`config.mk`:
```
export PLATFORM = sky130hd
export DESIGN_NAME = hw2w_bridge
export DESIGN_NICKNAME = d
export VERILOG_FILES = /design/src/rtl/hw2w_pkg.sv /design/src/rtl/hw2w_decode.sv /design/src/rtl/hw2w_hold.sv /design/src/rtl/hw2w_issue.sv /design/src/rtl/hw2w_bridge.sv
export SDC_FILE = /design/constraint.sdc
export NUM_CORES = 1
export LEC_CHECK = 0
export ABC_AREA = 1
export BUFFER_PORTS_ARGS = -buffer_cell sky130_fd_sc_hd__clkbuf_2
export CORE_MARGIN = 10
export CORE_UTILIZATION = 45
export CTS_CLUSTER_SIZE = 24
export DETAILED_ROUTE_END_ITERATION = 12
export HOLD_SLACK_MARGIN = 0.02
export PLACE_DENSITY = 0.78
export SETUP_SLACK_MARGIN = 0.4
export SYNTH_ARGS = -nofsm -noshare
export SYNTH_HDL_FRONTEND = slang
export SYNTH_SLANG_ARGS = --single-unit
```
`constraint.sdc`:
```
create_clock -name clk -period 3.4 [get_ports clk]
set_clock_uncertainty 0.15 [all_clocks]
set_input_delay 1.02 -clock clk [delete_from_list [all_inputs] [get_ports clk]]
set_output_delay 1.02 -clock clk [all_outputs]
set_load 0.005 [all_outputs]
```
`src/rtl/hw2w_pkg.sv`:
```
package hw2w_pkg;

    typedef enum logic [1:0] {
        SZ_BYTE = 2'b00,
        SZ_HALF = 2'b01,
        SZ_WORD = 2'b10,
        SZ_RSVD = 2'b11
    } size_e;

    typedef enum logic [2:0] {
        OP_NONE,
        OP_LO_WR,
        OP_HI_WR,
        OP_LO_RD,
        OP_HI_RD,
        OP_W_WR,
        OP_W_RD,
        OP_BAD
    } op_e;

    typedef struct packed {
        logic valid;
        op_e  op;
    } rsp_t;

    function automatic logic op_writes_reg(op_e op);
        return (op == OP_HI_WR) || (op == OP_W_WR);
    endfunction

    function automatic logic op_reads_reg(op_e op);
        return (op == OP_LO_RD) || (op == OP_W_RD);
    endfunction

    function automatic logic op_answers(op_e op);
        return (op == OP_LO_RD) || (op == OP_HI_RD) || (op == OP_W_RD);
    endfunction

endpackage

```
`src/rtl/hw2w_decode.sv`:
```
module hw2w_decode
    import hw2w_pkg::*;
#(
    parameter int AW = 12
) (
    input  logic [AW-1:0] addr,
    input  logic          wr,
    input  logic          rd,
    input  logic [1:0]    size,
    output op_e           op
);
    size_e sz;
    assign sz = size_e'(size);

    always_comb begin
        op = OP_NONE;
        if (wr && rd) begin
            op = OP_BAD;
        end else if (wr || rd) begin
            unique case (sz)
                SZ_HALF: begin
                    if (wr) op = addr[1] ? OP_HI_WR : OP_LO_WR;
                    else    op = addr[1] ? OP_HI_RD : OP_LO_RD;
                end
                SZ_WORD: op = wr ? OP_W_WR : OP_W_RD;
                default: op = OP_BAD;
            endcase
        end
    end
endmodule

```
`src/rtl/hw2w_hold.sv`:
```
module hw2w_hold
    import hw2w_pkg::*;
#(
    parameter int HW = 16
) (
    input  logic          clk,
    input  logic          rst,
    input  op_e           op,
    input  logic [HW-1:0] lo_in,
    input  logic          cap_hi,
    input  logic [HW-1:0] hi_in,
    output logic [HW-1:0] hold_lo,
    output logic [HW-1:0] hold_hi
);
    always_ff @(posedge clk) begin
        if (rst) begin
            hold_lo <= '0;
            hold_hi <= '0;
        end else begin
            if (op == OP_LO_WR) hold_lo <= lo_in;
            if (cap_hi)         hold_hi <= hi_in;
        end
    end

    // holding registers cleared by reset
    a_r1_hold_clear: assert property (@(posedge clk)
        rst |=> (hold_lo == '0) && (hold_hi == '0));

    // a refused request leaves the low holding register alone
    a_r7_hold_kept: assert property (@(posedge clk) disable iff (rst)
        (op == OP_BAD) |=> $stable(hold_lo));
endmodule

```
`src/rtl/hw2w_issue.sv`:
```
module hw2w_issue
    import hw2w_pkg::*;
#(
    parameter int AW = 12,
    parameter int DW = 32
) (
    input  logic          clk,
    input  logic          rst,
    input  op_e           op,
    input  logic [AW-1:0] addr,
    input  logic [DW-1:0] wdata,
    input  logic [DW/2-1:0] hold_lo,
    output logic [AW-1:0] m_addr,
    output logic          m_wr,
    output logic          m_rd,
    output logic [DW-1:0] m_wdata,
    output rsp_t          rsp,
    output logic          err
);
    localparam int HW = DW / 2;

    always_ff @(posedge clk) begin
        if (rst) begin
            m_addr  <= '0;
            m_wr    <= 1'b0;
            m_rd    <= 1'b0;
            m_wdata <= '0;
            rsp     <= '{valid: 1'b0, op: OP_NONE};
            err     <= 1'b0;
        end else begin
            m_addr  <= {addr[AW-1:2], 2'b00};
            m_wr    <= op_writes_reg(op);
            m_rd    <= op_reads_reg(op);
            m_wdata <= (op == OP_HI_WR) ? {wdata[HW-1:0], hold_lo} : wdata;
            rsp     <= '{valid: op_answers(op), op: op};
            err     <= (op == OP_BAD);
        end
    end

    // never both strobes
    a_r8_excl: assert property (@(posedge clk) disable iff (rst)
        !(m_wr && m_rd));

    // strobed address is word aligned
    a_r9_aligned: assert property (@(posedge clk) disable iff (rst)
        (m_wr || m_rd) |-> (m_addr[1:0] == 2'b00));
endmodule

```
`src/rtl/hw2w_bridge.sv`:
```
module hw2w_bridge
    import hw2w_pkg::*;
#(
    parameter int AW = 12,
    parameter int DW = 32
) (
    input  logic          clk,
    input  logic          rst,
    input  logic [AW-1:0] s_addr,
    input  logic          s_wr,
    input  logic          s_rd,
    input  logic [1:0]    s_size,
    input  logic [DW-1:0] s_wdata,
    output logic [DW-1:0] s_rdata,
    output logic          s_rvalid,
    output logic          s_err,
    output logic [AW-1:0] m_addr,
    output logic          m_wr,
    output logic          m_rd,
    output logic [DW-1:0] m_wdata,
    input  logic [DW-1:0] m_rdata
);
    localparam int HW = DW / 2;

    op_e           op;
    rsp_t          rsp;
    logic [HW-1:0] hold_lo;
    logic [HW-1:0] hold_hi;
    logic          cap_hi;

    hw2w_decode #(.AW(AW)) u_dec (
        .addr (s_addr),
        .wr   (s_wr),
        .rd   (s_rd),
        .size (s_size),
        .op   (op)
    );

    hw2w_issue #(.AW(AW), .DW(DW)) u_iss (
        .clk     (clk),
        .rst     (rst),
        .op      (op),
        .addr    (s_addr),
        .wdata   (s_wdata),
        .hold_lo (hold_lo),
        .m_addr  (m_addr),
        .m_wr    (m_wr),
        .m_rd    (m_rd),
        .m_wdata (m_wdata),
        .rsp     (rsp),
        .err     (s_err)
    );

    assign cap_hi = rsp.valid && (rsp.op == OP_LO_RD);

    hw2w_hold #(.HW(HW)) u_hold (
        .clk     (clk),
        .rst     (rst),
        .op      (op),
        .lo_in   (s_wdata[HW-1:0]),
        .cap_hi  (cap_hi),
        .hi_in   (m_rdata[DW-1:HW]),
        .hold_lo (hold_lo),
        .hold_hi (hold_hi)
    );

    always_comb begin
        s_rvalid = rsp.valid;
        s_rdata  = '0;
        if (rsp.valid) begin
            unique case (rsp.op)
                OP_LO_RD: s_rdata = {{HW{1'b0}}, m_rdata[HW-1:0]};
                OP_HI_RD: s_rdata = {{HW{1'b0}}, hold_hi};
                default:  s_rdata = m_rdata;
            endcase
        end
    end

    // lower-half write reaches no register
    a_r2_lo_quiet: assert property (@(posedge clk) disable iff (rst)
        (s_wr && !s_rd && s_size == 2'b01 && !s_addr[1]) |=> (!m_wr && !m_rd));

    // upper-half write commits held low half
    a_r3_commit: assert property (@(posedge clk) disable iff (rst)
        (s_wr && !s_rd && s_size == 2'b01 && s_addr[1])
            |=> (m_wr && m_wdata[HW-1:0] == $past(hold_lo)));

    // upper-half read answered without register access
    a_r5_hi_local: assert property (@(posedge clk) disable iff (rst)
        (s_rd && !s_wr && s_size == 2'b01 && s_addr[1])
            |=> (s_rvalid && !m_rd && !m_wr));

    // refused request is silent on the register side
    a_r7_refuse: assert property (@(posedge clk) disable iff (rst)
        s_err |-> (!m_wr && !m_rd && !s_rvalid));

    // no strobe without a request one cycle earlier
    a_r8_cause: assert property (@(posedge clk) disable iff (rst)
        !(s_wr || s_rd) |=> (!m_wr && !m_rd && !s_err));
endmodule

```
==> metrics.md <==
| Metric | Value |
|---|---|
| Status | `finished clean` |
| Port Buffer Count | `158` |
| Post-route DRC | `0` |
| Post-Syn Instances | `approximately 510` |
| Library cell used as clock root buffer | `sky130_fd_sc_hd__clkbuf_8` |
| Post-CTS Setup Inserts | `0` |
| Routability cong. | `0.891` |
| Switching power total | `0.000560 W` |
| Half-perimeter wire length after detailed placement | `7850 microns` |
| Clock latency on the worst-skew pair | `340 ps` |
| Design internal power | `0.00154 W` |
| Cell area reported after detailed placement | `roughly 0.0043 sq mm` |
| Post-CTS clock slew at the launch and capture registers of the worst setup and hold paths | `80 ps` |
| Maximum fanout along the worst path | `8` |
| Initial antenna violation count | `0` |
| Drt total wl | `10,300 microns` |
| First DRT Iteration DRCs | `205` |
| Die Y-Extent | `roughly 110 microns` |
| TritonCTS clock tree | `done` |
| Maximum number of pins on one net before global-route repair | `46` |
| Global-route wire length before repair | `~16,000 microns` |
| Worst-margin pin slew | `818 ps` |
| N_diodes | `0` |
| Number of enable flip-flop cells after synthesis | `0` |
| Avg Cell Area, Syn | `6.85 sq um` |
| CP endpoint kind | `output port` |
| Cell variety after synth | `21` |
| Critical path startpoint category | `flop` |
| Power density over the cells | `464 mW/mm^2` |
| Width of the die | `108 microns` |
| Routed wire per std cell | `13.6 microns` |
| Maximum ir drop on the vdd rail | `0.260 mV` |
| Starting density of the core | `46.9%` |
| Fraction of power consumed by the clock network | `36.0%` |
| Slowest stage cell on the critical path | `sky130_fd_sc_hd__dfxtp_1` |
| Post-placement worst setup slack | `518 ps` |
| Final critical path time including I/O delays and setup | `approximately 2800 ps` |
| Number of iterations in the first detailed-routing pass | `4` |
| Area growth, synth to finish | `30.9%` |
| GR Overflow Total | `0` |
| Dominant register cell in the synthesized netlist | `sky130_fd_sc_hd__dfxtp_1` |
| Total negative slack for setup checks | `0 ps` |
| Worst min-delay path class | `flop to flop` |
| Number of endpoints with negative hold slack in the final report | `0` |
| Relative slew margins | `45.4%` |
| Tot Pwr | `around 0.0021 W` |
| Setup violations, final | `0` |
| Number of flip-flops and latches in the synthesized netlist | `81` |
| Ports | `162` |
| TritonCTS sink count | `slightly above 80` |
| Cells along the critical path | `nor2_1 > nand2_2 > clkinvlp_2 > o21ai_0 > a21oi_1 > clkbuf_2` |
| Number of buffers inserted by hold repair at cts | `0` |
| Number of global-route vias before repair | `3,404` |
| Net count reported at finish | `740` |
| Sequential share of power | `between 40 and 50%` |
| Total global routing track utilization | `around 17%` |
| Vias/cell | `4.72` |
| CTS max path bufs | `2` |
| Warning count from the yosys run | `0` |
| Maximum clock frequency | `~360 MHz` |
| Sequential element share of the synthesized area | `46.9%` |
| Total via count after detailed routing | `3,577` |
| Crit-path max cell delay | `330 ps` |
| Count of antenna-violating nets left after detailed routing | `0` |
| Share of the cycle needed by the critical path after routing | `82.8%` |
| Number of standard-cell rows in the floorplan | `31` |
| Proportion of synthesized flip-flops having asynchronous set or reset | `0%` |
| Max Transition Viols Final | `0` |
| Setup repair after global routing missed its margin | `false` |
| Worst Path Arrival | `around 1600 ps` |
| Post-synthesis instance area | `0.00346 sq mm` |
| Core outline area | `between 0.007 and 0.008 sq mm` |
| Post-route cell area | `0.00453 sq mm` |
| Gate power share | `15.6%` |
| Max-cap violations | `0` |
| Final setup slack of the worst path | `585 ps` |
| Switch share | `26.7%` |
| Cts bufs inserted | `9` |
| Die Area | `0.0116 sq mm` |
| Type of the worst setup path | `flop to output port` |
| Depth of the CTS H-tree | `3` |
| Share of final-layout standard cells stronger than drive strength 1 | `about 30%` |
| Cell leakage power | `about 2.5 nW` |
| Required time of the critical path | `about 2200 ps` |
-- registers in the layout, indices dropped and copies added (netlist names) --
register / count
u_hold.hold_lo: 16
u_iss.m_wdata: 32
u_iss.err: 1
u_iss.m_rd: 1
u_hold.hold_hi: 16
u_iss.m_wr: 1
u_iss.m_addr: 10
u_iss.rsp: 4
-- cell families (layout without fill, tap and decap cells) --
family | after synthesis | after routing | synth area share (%)
compound gates | 83 | 83 | 12.1
buf+inv | 99 | 252 | 12.1
other cells | 1 | 2 | 0.108
simple gates | 238 | 238 | 27.7
fa+ha+maj | 3 | 3 | 1.09
flops | 81 | 81 | 46.9
-- critical path: cells and delay by family (launching register included) --
kind / cells / cell delay (ps)
buffers and inverters: 2 / 420
and+or+nand+nor: 2 / 200
DFF: 1 / 330
AOI/OAI and AO/OA: 2 / 340
-- synthesized netlist by cell type, types with 2 or more instances --
| library cell | number | area (sq um) |
|---|---|---|
| sky130_fd_sc_hd__nand2_1 | 114 | 428 |
| sky130_fd_sc_hd__nand3_1 | 2 | 10.0 |
| sky130_fd_sc_hd__a21oi_1 | 49 | 245 |
| sky130_fd_sc_hd__nor3_1 | 3 | 15.0 |
| sky130_fd_sc_hd__inv_1 | 67 | 251 |
| sky130_fd_sc_hd__buf_2 | 5 | 25.0 |
| sky130_fd_sc_hd__o21ai_0 | 32 | 160 |
| sky130_fd_sc_hd__buf_1 | 2 | 7.51 |
| sky130_fd_sc_hd__nor2_2 | 2 | 12.5 |
| sky130_fd_sc_hd__buf_6 | 2 | 22.5 |
| sky130_fd_sc_hd__ha_1 | 3 | 37.5 |
| sky130_fd_sc_hd__dfxtp_1 | 81 | 1620 |
| sky130_fd_sc_hd__buf_4 | 7 | 52.6 |
| sky130_fd_sc_hd__nor2_1 | 98 | 368 |
| sky130_fd_sc_hd__nand4_1 | 17 | 106 |
| sky130_fd_sc_hd__clkbuf_1 | 16 | 60.1 |
-- through the flow --
| stage | utilization, % | hold slack [ps] | instances |
|---|---|---|---|
| finish | 61.4 | 308 | 758 |
| global route | 61.4 | 334 | 758 |
| global placement | 58.2 | 290 | 741 |
| detailed placement | 58.2 | 296 | 741 |
| floorplan | - | 280 | 506 |
| CTS | 61.2 | 306 | 756 |
-- power by group through the flow --
stage / Sequential [W] / Combinational (W) / Clock, W
global route: 0.00102 / 0.000373 / 0.000818
finish: 0.00102 / 0.000328 / 0.000757
global placement: 0.00104 / 0.000316 / 0
floorplan: 0.00104 / 0.000172 / 0
CTS: 0.00102 / 0.000328 / 0.000778
detailed placement: 0.00104 / 0.000324 / 0
-- final cells by class --
type / count / area [sq um]
Tap cell: 99 / 124
Timing Repair inverter: 2 / 12.5
Clock inverter: 6 / 90.1
Timing Repair Buffer: 168 / 866
Clock buffer: 9 / 124
Sequential cell: 81 / 1620
Multi-Input combinational cell: 326 / 1430
Inverter: 67 / 255
Fill cell: 697 / 2840
-- what timing repair did --
item | 4_1_cts | 5_1_grt
cloned | 0 | 2
gates resized for setup | 2 | 3
setup endpoints to repair | 26 | 22
-- layout by cell type (no fill, tap or decap), types with 2 or more instances in the layout --
cell and n:
sky130_fd_sc_hd__clkbuf_8 9, sky130_fd_sc_hd__nand3_1 2, sky130_fd_sc_hd__buf_4 10, sky130_fd_sc_hd__clkinvlp_4 3, sky130_fd_sc_hd__conb_1 2, sky130_fd_sc_hd__nand2_2 3, sky130_fd_sc_hd__nand2_1 112, sky130_fd_sc_hd__a21oi_1 49
sky130_fd_sc_hd__o21ai_0 32, sky130_fd_sc_hd__bufinv_16 2, sky130_fd_sc_hd__inv_6 2, sky130_fd_sc_hd__ha_1 3, sky130_fd_sc_hd__nor3_1 3, sky130_fd_sc_hd__dfxtp_1 80, sky130_fd_sc_hd__nor2_2 3, sky130_fd_sc_hd__nand4_1 17
sky130_fd_sc_hd__clkbuf_2 158, sky130_fd_sc_hd__inv_1 66, sky130_fd_sc_hd__nor2_1 97
-- final timing paths --
kind	to	cells past startpoint	slack, ps	from
worst max-delay path	s_rdata[7]	6	590	u_iss.rsp[0]
worst min-delay path	u_hold.hold_hi[5]	2	310	u_hold.hold_hi[5]
worst max register to register	u_hold.hold_hi[9]	4	1330	u_iss.rsp[3]
worst min register to register	u_hold.hold_hi[5]	2	310	u_hold.hold_hi[5]
-- metal layers --
metal  track usage (%)  part of all wire (%)  routed length (microns)  vias up
met5                 0                     0                        0        -
met4              6.97                   1.9                      197        0
met3              7.49                    12                     1240       15
met2              27.8                    45                     4650      155
met1              18.7                    41                     4230     1557
li1                  -                     -                        -     1850
(Power assumes the default switching activity.)
